--- config.mk ---
export PLATFORM = sky130hd
export DESIGN_NAME = backoff_timer
export DESIGN_NICKNAME = d
export VERILOG_FILES = /design/src/rtl/backoff_pkg.sv /design/src/rtl/bo_lfsr.sv /design/src/rtl/bo_attempt_ctr.sv /design/src/rtl/bo_countdown.sv /design/src/rtl/backoff_timer.sv
export SDC_FILE = /design/constraint.sdc
export NUM_CORES = 1
export LEC_CHECK = 0
export BUFFER_PORTS_ARGS = -buffer_cell sky130_fd_sc_hd__buf_2
export CAP_MARGIN = 20
export CORE_MARGIN = 5
export CORE_UTILIZATION = 30
export CTS_BUF_LIST = sky130_fd_sc_hd__clkbuf_4 sky130_fd_sc_hd__clkbuf_8
export DETAILED_ROUTE_END_ITERATION = 8
export SLEW_MARGIN = 30
export SYNTH_ARGS = -nofsm -noshare
export SYNTH_HDL_FRONTEND = slang
export SYNTH_SLANG_ARGS = --single-unit
--- constraint.sdc ---
create_clock -name clk -period 2 [get_ports clk]
set_clock_uncertainty 0.1 [all_clocks]
set_input_delay 0.4 -clock clk [delete_from_list [all_inputs] [get_ports clk]]
set_output_delay 0.4 -clock clk [all_outputs]
set_load 0.005 [all_outputs]
--- src/rtl/backoff_pkg.sv ---
// Package: shared constants for the collision back-off timer.
// Assumes one 16-bit maximal-length polynomial for both random sources.
package backoff_pkg;
    localparam int          LFSR_WIDTH   = 16;
    localparam logic [15:0] LFSR_TAPMASK = 16'hB400;  // bits 15,13,12,10
    localparam logic [15:0] SEED_DET     = 16'hACE1;
    localparam logic [15:0] SEED_FREE    = 16'h0001;
    localparam logic [1:0]  LB_FIFO_INT  = 2'b01;     // bit0 set, bit1 clear
endpackage

--- src/rtl/bo_lfsr.sv ---
// Module: bo_lfsr
// Fibonacci shift register used as a random source. When FREE_RUN is 1 it
// shifts on every clock. Otherwise it shifts only when step is high.
// Assumes SEED is nonzero and TAPS gives a maximal-length sequence.
module bo_lfsr #(
    parameter int              W     = 16,
    parameter int              OUT_W = 10,
    parameter logic [W-1:0]    TAPS  = 16'hB400,
    parameter logic [W-1:0]    SEED  = 16'hACE1,
    parameter bit              FREE_RUN = 1'b0
) (
    input  logic             clk,
    input  logic             rst_n,
    input  logic             step,
    output logic [OUT_W-1:0] rnd
);
    logic [W-1:0] state;
    logic         fb;
    logic         adv;

    // Feedback bit: parity of the tapped positions.
    always_comb fb = ^(state & TAPS);

    // Choose when the register advances.
    generate
        if (FREE_RUN) begin : g_free
            always_comb adv = 1'b1;
        end else begin : g_step
            always_comb adv = step;
        end
    endgenerate

    // Shift register update with synchronous reseed.
    always_ff @(posedge clk) begin
        if (!rst_n)   state <= SEED;
        else if (adv) state <= {state[W-2:0], fb};
    end

    always_comb rnd = state[OUT_W-1:0];

    // A maximal sequence never reaches the all-zero lock-up state.
    assert_state_nonzero_R6: assert property (@(posedge clk) disable iff (!rst_n)
        state != '0);
endmodule

--- src/rtl/bo_attempt_ctr.sv ---
// Module: bo_attempt_ctr
// Counts the collisions of the current frame. On each accepted collision it
// either asks for a back-off draw or, at the limit, raises a one-cycle abort
// and starts over. A success report clears the count.
// Assumes col_hit and success are already qualified by the caller.
module bo_attempt_ctr #(
    parameter int MAX_ATT = 16,
    parameter int LIMIT   = 10,
    parameter int AW      = $clog2(MAX_ATT + 1)
) (
    input  logic          clk,
    input  logic          rst_n,
    input  logic          col_hit,
    input  logic          success,
    output logic [AW-1:0] attempt,
    output logic          abort,
    output logic          draw,
    output logic [AW-1:0] draw_exp
);
    logic [AW-1:0] n_next;
    logic          at_limit;

    // Next attempt number, and whether it reaches the abort limit.
    always_comb begin
        n_next   = attempt + 1'b1;
        at_limit = (n_next == AW'(MAX_ATT));
        draw     = col_hit && !at_limit;
        draw_exp = (n_next > AW'(LIMIT)) ? AW'(LIMIT) : n_next;
    end

    // Update the count and the abort pulse.
    always_ff @(posedge clk) begin
        if (!rst_n) begin
            attempt <= '0;
            abort   <= 1'b0;
        end else begin
            abort <= 1'b0;
            if (col_hit) begin
                if (at_limit) begin
                    attempt <= '0;
                    abort   <= 1'b1;
                end else begin
                    attempt <= n_next;
                end
            end else if (success) begin
                attempt <= '0;
            end
        end
    end

    assert_below_max_R2: assert property (@(posedge clk) disable iff (!rst_n)
        attempt < AW'(MAX_ATT));
    assert_abort_clears_R10: assert property (@(posedge clk) disable iff (!rst_n)
        abort |-> attempt == '0);
    assert_abort_single_R10: assert property (@(posedge clk) disable iff (!rst_n)
        abort |=> !abort);
endmodule

--- src/rtl/bo_countdown.sv ---
// Module: bo_countdown
// Slot countdown. It loads a value, then decrements once per tick unless hold
// is asserted, and reports busy while the count is nonzero.
// Assumes the caller never loads while busy.
module bo_countdown #(
    parameter int CW = 10
) (
    input  logic          clk,
    input  logic          rst_n,
    input  logic          load,
    input  logic [CW-1:0] load_val,
    input  logic          tick,
    input  logic          hold,
    output logic          busy,
    output logic [CW-1:0] count
);
    // Load has priority; otherwise step down on an unheld tick.
    always_ff @(posedge clk) begin
        if (!rst_n)                            count <= '0;
        else if (load)                         count <= load_val;
        else if (tick && count != '0 && !hold) count <= count - 1'b1;
    end

    always_comb busy = (count != '0);

    assert_hold_freezes_R4: assert property (@(posedge clk) disable iff (!rst_n)
        (hold && !load && count != '0) |=> count == $past(count));
    assert_step_by_one_R3: assert property (@(posedge clk) disable iff (!rst_n)
        (!load && count != '0) |=> (count == $past(count) || count == $past(count) - 1'b1));
endmodule

--- src/rtl/backoff_timer.sv ---
// Module: backoff_timer (top)
// Half-duplex retransmission back-off. It qualifies collisions and attempts,
// picks the random source, masks the draw to the current range and runs the
// slot countdown. It also owns the forced-collision loopback test hook.
// Assumes slot_tick is a one-cycle strobe and col_evt follows tx_start.
module backoff_timer #(
    parameter int MAX_ATTEMPTS  = 16,
    parameter int BACKOFF_LIMIT = 10,
    localparam int AW = $clog2(MAX_ATTEMPTS + 1)
) (
    input  logic          clk,
    input  logic          rst_n,
    input  logic          slot_tick,
    input  logic          col_evt,
    input  logic          crs,
    input  logic          tx_start,
    input  logic [1:0]    lb_mode,
    input  logic          crs_pause_en,
    input  logic          force_col_en,
    input  logic          prng_sel,
    output logic          busy,
    output logic          retry_ok,
    output logic [AW-1:0] attempt_cnt,
    output logic          excess_abort,
    output logic          force_col_req
);
    import backoff_pkg::*;

    localparam int CW = BACKOFF_LIMIT;

    logic          force_act, tx_acc, col_acc, success;
    logic          in_flight;
    logic          draw;
    logic [AW-1:0] draw_exp;
    logic [CW-1:0] rnd_free, rnd_det, rnd_sel, rmask, load_val;
    logic [CW-1:0] count;

    // Qualify inputs: nothing is accepted during a back-off.
    always_comb begin
        force_act = force_col_en && (lb_mode == LB_FIFO_INT);
        tx_acc    = tx_start && !busy;
        col_acc   = !busy && (col_evt || (tx_start && force_act));
        success   = tx_acc && in_flight && !col_acc;
    end

    // Track whether an attempt is outstanding without a collision.
    always_ff @(posedge clk) begin
        if (!rst_n)       in_flight <= 1'b0;
        else if (col_acc) in_flight <= 1'b0;
        else if (tx_acc)  in_flight <= 1'b1;
    end

    // Forced-collision request to the transmitter, one cycle after start.
    always_ff @(posedge clk) begin
        if (!rst_n) force_col_req <= 1'b0;
        else        force_col_req <= tx_acc && force_act;
    end

    bo_attempt_ctr #(.MAX_ATT(MAX_ATTEMPTS), .LIMIT(BACKOFF_LIMIT), .AW(AW)) u_att (
        .clk(clk), .rst_n(rst_n), .col_hit(col_acc), .success(success),
        .attempt(attempt_cnt), .abort(excess_abort),
        .draw(draw), .draw_exp(draw_exp)
    );

    bo_lfsr #(.W(LFSR_WIDTH), .OUT_W(CW), .TAPS(LFSR_TAPMASK),
              .SEED(SEED_FREE), .FREE_RUN(1'b1)) u_rng_free (
        .clk(clk), .rst_n(rst_n), .step(1'b0), .rnd(rnd_free)
    );

    bo_lfsr #(.W(LFSR_WIDTH), .OUT_W(CW), .TAPS(LFSR_TAPMASK),
              .SEED(SEED_DET), .FREE_RUN(1'b0)) u_rng_det (
        .clk(clk), .rst_n(rst_n), .step(draw && prng_sel), .rnd(rnd_det)
    );

    // Range mask of min(n, limit) low ones, applied to the chosen source.
    always_comb begin
        for (int i = 0; i < CW; i++) rmask[i] = (i < int'(draw_exp));
        rnd_sel  = prng_sel ? rnd_det : rnd_free;
        load_val = rnd_sel & rmask;
    end

    bo_countdown #(.CW(CW)) u_cnt (
        .clk(clk), .rst_n(rst_n), .load(draw), .load_val(load_val),
        .tick(slot_tick), .hold(crs_pause_en && crs),
        .busy(busy), .count(count)
    );

    always_comb retry_ok = !busy;

    assert_force_only_loopback_R9: assert property (@(posedge clk) disable iff (!rst_n)
        force_col_req |-> $past(force_col_en && lb_mode == LB_FIFO_INT && tx_start));
    assert_busy_ignores_col_R8: assert property (@(posedge clk) disable iff (!rst_n)
        (busy && !excess_abort) |=> attempt_cnt == $past(attempt_cnt));
    assert_free_tick_R5: assert property (@(posedge clk) disable iff (!rst_n)
        (busy && slot_tick && !crs_pause_en) |=> count == $past(count) - 1'b1);
endmodule

Word level (Yosys, flattened, before mapping)
Cells that the tools add are included.
{"block": "word_totals", "regBits": 50, "in_bits": 11, "output_inout_bits": 9, "word_cells": 56}
{"block": "classes", "add_sub_neg": 2, "n_lt_le_gt_ge": 11, "n_eq_ne": 2, "mux": 8, "bitwise": 2, "n_reduce_logical": 24}
{"cell": "$reduce_xor 16->1", "count": 2}
{"cell": "$mux 10", "count": 3}
{"cell": "$lt 3x5->1 const A", "count": 4}
{"cell": "$mux 5", "count": 4}
{"cell": "$logic_and 1x1->1", "count": 12}
{"cell": "$and 10x10->10", "count": 1}
{"cell": "$lt 1x5->1 const A", "count": 2}
{"cell": "$lt 2x5->1 const A", "count": 2}
{"cell": "$lt 4x5->1 const A", "count": 2}
{"cell": "$reduce_bool 10->1", "count": 1}
{"cell": "$sub 10x1->10 const B", "count": 1}
{"cell": "$add 5x1->5 const B", "count": 1}
{"cell": "$eq 5x5->1 const B", "count": 1}
{"cell": "$gt 5x4->1 const B", "count": 1}
{"cell": "$logic_not 1->1", "count": 4}
{"cell": "$reduce_bool 2->1", "count": 2}
{"cell": "$eq 2x1->1 const B", "count": 1}
{"cell": "$reduce_and 2->1", "count": 1}
{"cell": "$reduce_or 2->1", "count": 1}
{"cell": "$logic_or 1x1->1", "count": 1}
{"cell": "$mux 1", "count": 1}
{"cell": "$not 1->1", "count": 1}

Longest topological paths before layout
{"block": "depth", "ltp_word": 9, "depth_mapped": 10, "mapped_depth_nobuf": 8}

Hierarchy
A second synthesis with hierarchy kept.
{"block": "unflattened", "hier_cells": 293, "hier_area_um2": 2742.6}
{"mod": "bo_lfsr (u_rng_det)", "n_inst": 1, "cells_per_inst": 64, "area_each_um2": 705.7, "seq_area_each_um2": 320.3}
{"mod": "bo_countdown", "n_inst": 1, "cells_per_inst": 71, "area_each_um2": 595.6, "seq_area_each_um2": 200.2}
{"mod": "bo_attempt_ctr", "n_inst": 1, "cells_per_inst": 67, "area_each_um2": 558.0, "seq_area_each_um2": 120.1}
{"mod": "bo_lfsr (u_rng_free)", "n_inst": 1, "cells_per_inst": 46, "area_each_um2": 525.5, "seq_area_each_um2": 320.3}
{"mod": "backoff_timer", "n_inst": 1, "cells_per_inst": 45, "area_each_um2": 357.8, "seq_area_each_um2": 40.0}

Least setup slack after synthesis
No wires, ideal clock.
{"block": "synth_timing", "path_type": "flip-flop to flip-flop", "from": "register u_cnt.count[0]", "to": "register u_rng_det.state[13]", "setup_ns": 0.129, "arrival_ns": 1.812, "required_ns": 1.771, "setup_slack_ns": -0.041, "path_stages_with_launch": 11, "n_path_buf": 2, "period_less_slack_ns": 2.041, "path_cell_list": "dfxtp_1 > inv_1 > ha_1 > nor4b_4 > nand3_1 > clkinv_2 > o2111a_1 > buf_6 > buf_12 > mux2i_1 > nand2_1"}
{"block": "synth_between", "elab_chain_len": 5}
{"item": "start: declaration", "line_no": "bo_countdown.sv:15", "source": "output logic [CW-1:0] count"}
{"item": "start signal: assignment", "line_no": "bo_countdown.sv:20", "source": "else if (load) count <= load_val;"}
{"item": "start signal: assignment", "line_no": "bo_countdown.sv:21", "source": "else if (tick && count != '0 && !hold) count <= count - 1'b1;"}
{"item": "$reduce_bool 10->1", "line_no": "bo_countdown.sv:24", "source": "always_comb busy = (count != '0);"}
{"item": "named net busy", "line_no": "backoff_timer.sv:21", "source": "output logic busy,"}
{"item": "$logic_not 1->1"}
{"item": "named net retry_ok", "line_no": "backoff_timer.sv:22", "source": "output logic retry_ok,"}
{"item": "$logic_and 1x1->1", "line_no": "backoff_timer.sv:42", "source": "col_acc = !busy && (col_evt || (tx_start && force_act));"}
{"item": "$logic_and 1x1->1", "line_no": "bo_attempt_ctr.sv:27", "source": "draw = col_hit && !at_limit;"}
{"item": "$logic_and 1x1->1", "line_no": "backoff_timer.sv:72", "source": ".clk(clk), .rst_n(rst_n), .step(draw && prng_sel), .rnd(rnd_det)"}
{"item": "end signal: assignment", "line_no": "bo_lfsr.sv:36", "source": "else if (adv) state <= {state[W-2:0], fb};"}
{"item": "end: declaration", "line_no": "bo_lfsr.sv:17", "source": "logic [W-1:0] state;"}
The timed path passes the listed nets, and every way through them passes these cells.
A chain may end at the register's enable or synchronous reset.

Worst setup path in the final report
{"block": "layout_timing", "from": "register u_cnt.count[0]", "to": "register u_cnt.count[9]"}
{"block": "layout_between", "elab_chain_len": 5, "word_cells_on_any_way": 10, "classes_between": "add/sub: 1; mux: 2; reduce/logical: 7"}
{"item": "parallel branches: the longest is 5 deep, another holds $sub 10x1->10"}
Several ways; the timed one is not identified. The select of a mux whose other input is x is not followed.

==> flow_summary.json <==
{
  "worst_pin_slew_ps": 403,
  "crit_start": "u_cnt.count[0]",
  "rr_worst_depth": 5,
  "reg2reg_setup_slack_ps": -40,
  "status": "complete, but fails checks",
  "synthCells": 264,
  "antenna_found_initial": 0,
  "setup_slack_ps": -41.0,
  "period_share": 1.02,
  "violations": "negative setup slack",
  "hold_class": "input pin to flop",
  "totalWireLength_um": 5740,
  "layout_commonest_cell": "dfxtp_1",
  "clk_pin_slew_ps": 110,
  "crit_required_ps": 2140,
  "yosysWarnings": 0,
  "synth_cell_types": 59,
  "rsz0062_at_grt": "yes",
  "grt_use_total": 0.113,
  "firstDrtPassIters": 4,
  "grt_pass1_wl_um": 9260,
  "synth-seq-area-share": 0.399,
  "io_buffer_count": 19,
  "finalHoldViolCount": 0,
  "syn_nets": 279,
  "rows": 33,
  "async_reset_ff_frac": 0,
  "worstSetupStartpointType": "flop",
  "finalMaxSlewViolations": 0,
  "nets": 329,
  "clock-sinks": 50,
  "leakage_nw": 1.28,
  "grt_max_degree": 26,
  "drv_cap": 0,
  "initial_utilization": 0.307,
  "die_h_um": 101,
  "drt-initial-drc-count": 67,
  "syn2layout_area_growth_pct": 27.8,
  "syn-cell-area_um2": 2510,
  "power_density_nw_per_um2": 1350,
  "end_kind": "flop",
  "gp_congestion": 0.855,
  "worstReg2RegEnd": "u_cnt.count[9]",
  "endpoint": "u_cnt.count[9]",
  "fmax_mhz": 490,
  "dp_hpwl_um": 4030,
  "postCtsHoldBufs": 0,
  "die_area_um2": 10300,
  "wl_per_cell_um": 13.7,
  "drc": 0,
  "io_pins": 20,
  "setup_viol": 2,
  "yosys_register_bits": 50,
  "criticalPathCategory": "flop to flop",
  "clock_latency_ps": 320,
  "fin_crit_ps": 2040,
  "cts.htree.levels": 2,
  "peakVddDrop_uv": 485,
  "coreArea_um2": 8180,
  "cp_max_fo": 3,
  "final_cell_mix": "dfxtp_1, buf_4, mux2i_1",
  "grt_pass1_vias": 1931,
  "cts_root_buf": "clkbuf_8",
  "numCtsBuffers": 5,
  "design_area_um2": 3210,
  "viasPerCell": 4.74,
  "synth_ff_type": "dfxtp_1",
  "place_area_um2": 2910,
  "grt_overflow": 0,
  "drive_gt1_frac": 0.321,
  "slew_headroom": 0.730,
  "clockBufferDepth": 2,
  "synth-edff-count": 0,
  "ant_nets": 0,
  "worstPathArrival_ps": 2180,
  "cts_tree": "yes",
  "dieWidth_um": 101,
  "diodes": 0,
  "r2r-start": "u_cnt.count[0]",
  "post-place-ws_ps": -6.51,
  "avgSynthCellArea_um2": 9.51,
  "num_vias": 1991
}
==> layout make-up <==
cell class,count,area (um^2)
Clock buffer,5,68.8
Clock inverter,3,28.8
Fill cell,806,4970
Inverter,10,42.5
Multi-Input combinational cell,190,1480
Sequential cell,50,1010
Tap cell,105,131
Timing Repair Buffer,57,444
==> worst min path at each step <==
stage | startpoint | to | cells after the start
floorplan | u_rng_free.state[11] | u_rng_free.state[12] | 1
global placement | u_rng_free.state[14] | u_rng_free.state[15] | 1
detailed placement | u_rng_free.state[14] | u_rng_free.state[15] | 1
CTS | tx_start | in_flight | 3
global route | tx_start | in_flight | 3
finish | tx_start | in_flight | 3
==> cell usage after synthesis (2+ instances only) <==
master	count	area, um^2
dfxtp_1	50	1000
mux2i_1	22	220
nand2_1	19	71.3
and2_1	17	106
nor2_1	17	63.8
a21oi_1	9	45.0
nor2b_1	9	56.3
inv_1	8	30.0
clkbuf_1	7	26.3
mux2_2	6	67.6
nand3_1	6	30.0
xnor2_1	6	52.6
xor2_1	6	52.6
a21boi_1	5	37.5
nor3_1	5	25.0
a31oi_1	4	25.0
ha_1	4	50.1
and3_1	3	18.8
buf_2	3	15.0
nand2b_1	3	18.8
nand3b_1	3	22.5
o211ai_1	3	22.5
a21boi_0	2	15.0
a22oi_1	2	15.0
nand4_1	2	12.5
nor3b_1	2	15.0
nor4_4	2	42.5
nor4b_1	2	17.5
o21a_1	2	15.0
o21ai_1	2	10.0
o221ai_1	2	17.5
o22ai_1	2	12.5
o311ai_1	2	17.5
or3_1	2	12.5
==> stage by stage <==
stage	std cells	hold WS (ps)	utilization	total power, mW	TNS (ps)
4_1_cts	413	241	0.374	4.00	-54.9
5_1_grt	420	298	0.392	4.64	-1520
6_report	420	242	0.392	4.33	-57.0
3_3_place_gp	402	316	0.356	3.14	-8.34
3_5_place_dp	402	319	0.356	3.17	-6.51
2_1_floorplan	264	312	-	2.56	0
==> sequential cells by signal, indices dropped and copies added, names as in the netlist <==
| signal | flops |
|---|---|
| u_att.attempt | 5 |
| u_rng_det.state | 16 |
| u_rng_free.state | 16 |
| in_flight | 1 |
| u_att.abort | 1 |
| u_cnt.count | 10 |
| force_col_req | 1 |
==> power breakdown <==
| group | switching, mW | internal (mW) | leakage [nW] |
|---|---|---|---|
| clock network | 0.375 | 0.260 | 0.0502 |
| registers | 0.163 | 1.17 | 0.409 |
| logic | 1.07 | 1.29 | 0.822 |
==> timing repair <==
item	CTS	global route
resized for setup	8	19
cloned	0	1
buffers inserted	3	6
setup endpoints to repair	4	29
pin swaps	1	10
==> routing by layer <==
metal	global-route usage	wire length (um)	part of all wire
met5	0	0	0
met4	0.0378	87	0.015
met3	0.0269	295	0.051
met2	0.172	2610	0.45
met1	0.158	2750	0.48
==> worst max-delay path: stages, from the launching register on <==
cell,delay [ps]
dfxtp_2,340
or4_1,540
or4_4,480
nor4_4,160
mux2i_1,230
o2bb2ai_1,120
==> kinds of logic after synthesis <==
group,synth area share
AND/OR/NAND/NOR,0.234
flip-flops,0.399
AO/OA/AOI/OAI,0.142
multiplexers,0.115
buffers and inverters,0.0488
XOR/XNOR,0.0419
adder cells (fa/ha/maj),0.0199
Power figures use the tool's default switching activity.
